File: src/rtl/regfile_pkg.sv
package regfile_pkg;

  // Origin of the value returned by a read port.
  typedef enum logic [1:0] {
    SRC_ZERO  = 2'd0,
    SRC_WRITE = 2'd1,
    SRC_HOLD  = 2'd2,
    SRC_ARRAY = 2'd3
  } rd_src_e;

endpackage

File: src/rtl/rf_storage.sv
module rf_storage #(
  parameter int DATA_W   = 32,
  parameter int NUM_REGS = 32,
  parameter int NUM_RD   = 2,
  localparam int IDX_W   = $clog2(NUM_REGS)
) (
  input  logic                           clk,
  input  logic                           rst,
  input  logic                           we,
  input  logic [IDX_W-1:0]               widx,
  input  logic [DATA_W-1:0]              wdata,
  input  logic [NUM_RD-1:0][IDX_W-1:0]   ridx,
  output logic [NUM_RD-1:0][DATA_W-1:0]  rdata
);

  logic [DATA_W-1:0] regs [NUM_REGS];

  always_ff @(posedge clk) begin
    if (rst) begin
      for (int i = 0; i < NUM_REGS; i++) regs[i] <= '0;
    end else if (we && widx != '0) begin
      regs[widx] <= wdata;
    end
  end

  for (genvar p = 0; p < NUM_RD; p++) begin : g_rd
    assign rdata[p] = (ridx[p] == '0) ? '0 : regs[ridx[p]];
  end

  // The committing path never targets the hardwired register.
  AST_NO_ZERO_WRITE: assert property (@(posedge clk) disable iff (rst)
    we |-> widx != '0);

endmodule

File: src/rtl/rf_hold_slot.sv
module rf_hold_slot #(
  parameter int DATA_W = 32,
  parameter int IDX_W  = 5
) (
  input  logic              clk,
  input  logic              rst,
  input  logic              in_en,
  input  logic [IDX_W-1:0]  in_idx,
  input  logic [DATA_W-1:0] in_data,
  output logic              hold_vld,
  output logic [IDX_W-1:0]  hold_idx,
  output logic [DATA_W-1:0] hold_data
);

  // The slot drains every cycle it is full. A new write reloads it in the
  // same edge, so the slot always holds the most recent write.
  always_ff @(posedge clk) begin
    if (rst) begin
      hold_vld  <= 1'b0;
      hold_idx  <= '0;
      hold_data <= '0;
    end else begin
      hold_vld <= in_en && (in_idx != '0);
      if (in_en && in_idx != '0) begin
        hold_idx  <= in_idx;
        hold_data <= in_data;
      end
    end
  end

  AST_HOLD_NONZERO: assert property (@(posedge clk) disable iff (rst)
    hold_vld |-> hold_idx != '0);

endmodule

File: src/rtl/rf_fwd_mux.sv
module rf_fwd_mux
  import regfile_pkg::*;
#(
  parameter int DATA_W = 32,
  parameter int IDX_W  = 5
) (
  input  logic [IDX_W-1:0]  ridx,
  input  logic              wr_en,
  input  logic [IDX_W-1:0]  wr_idx,
  input  logic [DATA_W-1:0] wr_data,
  input  logic              hold_vld,
  input  logic [IDX_W-1:0]  hold_idx,
  input  logic [DATA_W-1:0] hold_data,
  input  logic [DATA_W-1:0] arr_data,
  output logic [DATA_W-1:0] rdata
);

  rd_src_e src;

  // Priority: zero guard, then the write in flight, then the slot, then the array.
  always_comb begin
    if (ridx == '0)                         src = SRC_ZERO;
    else if (wr_en && wr_idx == ridx)       src = SRC_WRITE;
    else if (hold_vld && hold_idx == ridx)  src = SRC_HOLD;
    else                                    src = SRC_ARRAY;
  end

  always_comb begin
    unique case (src)
      SRC_ZERO:  rdata = '0;
      SRC_WRITE: rdata = wr_data;
      SRC_HOLD:  rdata = hold_data;
      default:   rdata = arr_data;
    endcase
  end

endmodule

File: src/rtl/bypass_regfile.sv
module bypass_regfile #(
  parameter int DATA_W     = 32,
  parameter int NUM_REGS   = 32,
  parameter bit USE_SLOT   = 1'b1,
  localparam int IDX_W     = $clog2(NUM_REGS)
) (
  input  logic              clk,
  input  logic              rst,
  input  logic              wr_en,
  input  logic [IDX_W-1:0]  wr_idx,
  input  logic [DATA_W-1:0] wr_data,
  input  logic [IDX_W-1:0]  rd0_idx,
  output logic [DATA_W-1:0] rd0_data,
  input  logic [IDX_W-1:0]  rd1_idx,
  output logic [DATA_W-1:0] rd1_data
);

  localparam int NUM_RD = 2;

  logic [NUM_RD-1:0][IDX_W-1:0]  rd_idx;
  logic [NUM_RD-1:0][DATA_W-1:0] arr_rdata;
  logic [NUM_RD-1:0][DATA_W-1:0] port_data;

  logic              hold_vld;
  logic [IDX_W-1:0]  hold_idx;
  logic [DATA_W-1:0] hold_data;
  logic              arr_we;
  logic [IDX_W-1:0]  arr_widx;
  logic [DATA_W-1:0] arr_wdata;

  assign rd_idx[0] = rd0_idx;
  assign rd_idx[1] = rd1_idx;
  assign rd0_data  = port_data[0];
  assign rd1_data  = port_data[1];

  if (USE_SLOT) begin : g_slot
    rf_hold_slot #(.DATA_W(DATA_W), .IDX_W(IDX_W)) u_slot (
      .clk       (clk),
      .rst       (rst),
      .in_en     (wr_en),
      .in_idx    (wr_idx),
      .in_data   (wr_data),
      .hold_vld  (hold_vld),
      .hold_idx  (hold_idx),
      .hold_data (hold_data)
    );
    assign arr_we    = hold_vld;
    assign arr_widx  = hold_idx;
    assign arr_wdata = hold_data;
  end else begin : g_direct
    assign hold_vld  = 1'b0;
    assign hold_idx  = '0;
    assign hold_data = '0;
    assign arr_we    = wr_en && (wr_idx != '0);
    assign arr_widx  = wr_idx;
    assign arr_wdata = wr_data;
  end

  rf_storage #(.DATA_W(DATA_W), .NUM_REGS(NUM_REGS), .NUM_RD(NUM_RD)) u_store (
    .clk   (clk),
    .rst   (rst),
    .we    (arr_we),
    .widx  (arr_widx),
    .wdata (arr_wdata),
    .ridx  (rd_idx),
    .rdata (arr_rdata)
  );

  for (genvar p = 0; p < NUM_RD; p++) begin : g_port
    rf_fwd_mux #(.DATA_W(DATA_W), .IDX_W(IDX_W)) u_mux (
      .ridx      (rd_idx[p]),
      .wr_en     (wr_en),
      .wr_idx    (wr_idx),
      .wr_data   (wr_data),
      .hold_vld  (hold_vld),
      .hold_idx  (hold_idx),
      .hold_data (hold_data),
      .arr_data  (arr_rdata[p]),
      .rdata     (port_data[p])
    );
  end

  AST_ZERO_RD0: assert property (@(posedge clk) disable iff (rst)
    rd0_idx == '0 |-> rd0_data == '0);
  AST_ZERO_RD1: assert property (@(posedge clk) disable iff (rst)
    rd1_idx == '0 |-> rd1_data == '0);
  AST_FWD_RD0: assert property (@(posedge clk) disable iff (rst)
    (wr_en && wr_idx != '0 && rd0_idx == wr_idx) |-> rd0_data == wr_data);
  AST_FWD_RD1: assert property (@(posedge clk) disable iff (rst)
    (wr_en && wr_idx != '0 && rd1_idx == wr_idx) |-> rd1_data == wr_data);
  AST_WRITE_KEPT: assert property (@(posedge clk) disable iff (rst)
    (!$past(rst) && $past(wr_en) && $past(wr_idx) != '0 && !wr_en
     && rd0_idx == $past(wr_idx)) |-> rd0_data == $past(wr_data));

endmodule

File: config.mk
export PLATFORM = sky130hd
export DESIGN_NAME = bypass_regfile
export DESIGN_NICKNAME = d
export VERILOG_FILES = /design/src/rtl/regfile_pkg.sv /design/src/rtl/rf_storage.sv /design/src/rtl/rf_hold_slot.sv /design/src/rtl/rf_fwd_mux.sv /design/src/rtl/bypass_regfile.sv
export SDC_FILE = /design/constraint.sdc
export NUM_CORES = 2
export LEC_CHECK = 0
export ABC_AREA = 1
export CELL_PAD_IN_SITES_DETAIL_PLACEMENT = 2
export CELL_PAD_IN_SITES_GLOBAL_PLACEMENT = 2
export CORE_ASPECT_RATIO = 2
export CORE_MARGIN = 5
export CORE_UTILIZATION = 40
export DETAILED_ROUTE_END_ITERATION = 16
export DONT_BUFFER_PORTS = 1
export PLACE_DENSITY = 0.89
export SYNTH_ARGS = -nofsm -noshare
export SYNTH_HDL_FRONTEND = slang
export SYNTH_SLANG_ARGS = --single-unit
File: constraint.sdc
create_clock -name clk -period 5.01 [get_ports clk]
set_input_delay 0.7515 -clock clk [delete_from_list [all_inputs] [get_ports clk]]
set_output_delay 0.7515 -clock clk [all_outputs]
set_load 0.02 [all_outputs]
==> flow_summary.json <==
{
  "holdPathEnd": "u_store.regs[0][10]",
  "ys_warn_count": 0,
  "fin_tns_setup_ns": 0,
  "switching_share_pct": 31.1,
  "r2r_slack_ns": 1.43,
  "fp.coreArea_um2": 154000,
  "start_kind": "input port",
  "cts_resized": 0,
  "cts.clk_slew.worst_paths_ns": 0.07,
  "die_y_um": 567,
  "power_frac_clock_pct": 39.5,
  "track_usage_pct": 43.6,
  "multi_input_area_um2": 23900,
  "hold_viol_final": 0,
  "postCtsHoldBufs": 0,
  "rsz0062_at_grt": "false",
  "nNetsFinal": 7964,
  "seq_area_um2": 31500,
  "nFillCells": 17500,
  "numCtsBuffers": 101,
  "syn_area_um2": 62000,
  "clock_sinks": 1062,
  "hold_start": "rst",
  "final_common_cell": "nand2_1",
  "arrival_ns": 3.74,
  "path_max_fanout": 572,
  "finalSetupViolCount": 0,
  "overflow": 0,
  "cp.required_ns": 4.26,
  "maxCapViolCount": 1,
  "tightestPinTransition_ns": 1.55,
  "drtIter0Drc": 8924,
  "timing.final.ws_setup_ns": 0.522,
  "place_ws_ns": 0.710,
  "pwr-share-comb_pct": 14.8,
  "cts_buffer_depth": 3,
  "layout-drive-gt1-share_pct": 5.27,
  "relSlewSlack_pct": -3.44,
  "firstDrtPassIters": 6,
  "violations": "capacitance limit, slew limit",
  "gp_congestion": 0.889,
  "syn_inst": 8306,
  "start_util_pct": 40.2,
  "grt_pass1_vias": 74800,
  "insertion_delay_ns": 0.76,
  "io_pins": 114,
  "postRouteAntennaNets": 0,
  "io_buffers": 0,
  "drcViolationCount": 0,
  "max_freq_mhz": 223,
  "pwr-share-seq_pct": 45.6,
  "drv_slew": 57,
  "post-cts-setup-buffers": 0,
  "cts_tree": "built",
  "status": "complete, but fails checks",
  "antenna_found_initial": 23,
  "holdPathStages": 0,
  "mostFrequentLayoutCells": "nand2_1 (2179), nand3_1 (1904), inv_1 (1081)",
  "syn_area_per_cell_um2": 7.47,
  "grt_first_pass_wirelength_um": 526000,
  "rr_endpoint": "u_store.regs[7][20]",
  "rows": 204,
  "netSwitchingPower_uw": 6970,
  "ff2ff_path_depth": 7,
  "drt-total-wl_um": 370000,
  "dr_total_vias": 67800,
  "finalClockSkew_ns": 0.0419,
  "via_per_inst": 6.74,
  "dp_hpwl_um": 184000,
  "finalCritPeriodShare_pct": 89.6,
  "root_buffer": "clkbuf_16",
  "detail_route.wl_per_cell_um": 36.7,
  "yosysSeqAreaShare_pct": 50.8,
  "p_int_uw": 15400,
  "post-route-min-period_ns": 4.49,
  "hold_path_class": "input port to flop",
  "grt_max_degree": 575,
  "die_w_um": 288,
  "cts-htree-levels": 3,
  "dieArea_um2": 164000,
  "synth.distinct_cells": 27,
  "p_leak_uw": 0.0291,
  "power_density_nw_per_um2": 334,
  "ir_drop_uv": 359,
  "rr_startpoint": "g_slot.u_slot.hold_idx[2]",
  "ys_seq_elements": 1062,
  "endpoint_kind": "output port",
  "area_growth_syn_to_layout_pct": 8.07,
  "worstSetupPathType": "input port to output port"
}
[power by group through the flow]
stage | Clock, uW | Combinational, uW | Sequential, uW
after CTS | 8750 | 3150 | 10200
after detailed placement | 0 | 2980 | 10400
after global routing | 9020 | 3380 | 10200
after floorplan | 0 | 1960 | 10300
final | 8850 | 3320 | 10200
after global placement | 0 | 2810 | 10300
[cells in the mapped netlist, drive strengths merged]
master  number  area [um^2]
a21oi       39          195
buf        301         1410
clkbuf     377         1420
conb         1         3.75
dfxtp       38          761
edfxtp    1024        30700
inv       1101         4130
nand2     2240         8420
nand3     1906         9540
nand4       66          413
nor2      1060         3980
nor3         5         35.0
nor4         3         31.3
o211ai      64          480
o21ai       47          246
or2         30          188
xnor2        4         35.0
[worst max path at each step]
stage                     from            endpoint  slack (ns)  cells after the start
floorplan                  rst  u_store.regs[4][0]        2.22                      6
global placement    rd1_idx[0]         rd1_data[6]        0.79                     10
detailed placement  rd1_idx[0]         rd1_data[6]        0.71                     10
CTS                 rd1_idx[0]         rd1_data[3]        0.69                     10
global route        rd1_idx[0]         rd1_data[6]        0.64                     10
finish              rd1_idx[0]         rd1_data[3]        0.52                     10
[stage by stage]
stage               utilization (%)  instance area (um^2)  instances  hold slack, ns  total power [uW]
floorplan                         -                 62200       8337           0.510             12300
CTS                            43.4                 67000      10100           0.120             22100
detailed placement             41.2                 63600       9871           0.484             13300
global route                   43.4                 67000      10100           0.115             22600
global placement               41.2                 63600       9871           0.462             13100
finish                         43.4                 67000      10100           0.115             22400
[routing by layer]
metal	GRT usage, %	wire length [um]
met1	47.5	117000
met2	68.6	166000
met3	12.1	43500
met4	39.1	43100
met5	0	95
[sequential cells by signal, indices dropped and copies added (netlist names)]
signal and count:
g_slot.u_slot.hold_vld 1, u_store.regs 1024, g_slot.u_slot.hold_idx 5, g_slot.u_slot.hold_data 32
[area by class of cell]
cell class,instances,area share [%]
Sequential cell,1062,47.0
Multi-Input combinational cell,5496,35.7
Inverter,1101,6.23
Clock buffer,126,4.08
Tap cell,2060,3.84
Timing Repair Buffer,152,2.11
Clock inverter,59,1.04
Antenna cell,10,0.0373
[cell families after synthesis]
group                  after synthesis  share of synthesized area [%]
AO/OA/AOI/OAI                      150                           1.49
XOR/XNOR                             4                         0.0565
buffers and inverters             1779                           11.2
flip-flops                        1062                           50.8
other                                1                        0.00605
AND/OR/NAND/NOR                   5310                           36.4
[worst max-delay path, cell delays in order]
cell     delay [ns]
inv_8          0.38
buf_12         0.62
nand2_1        0.19
nand3_1        0.15
nand3_1        0.10
nand3_1        0.17
nand3_1        0.22
nand3_1        0.25
nand2_1        0.24
buf_12         0.22
(Power assumes the default switching activity.)
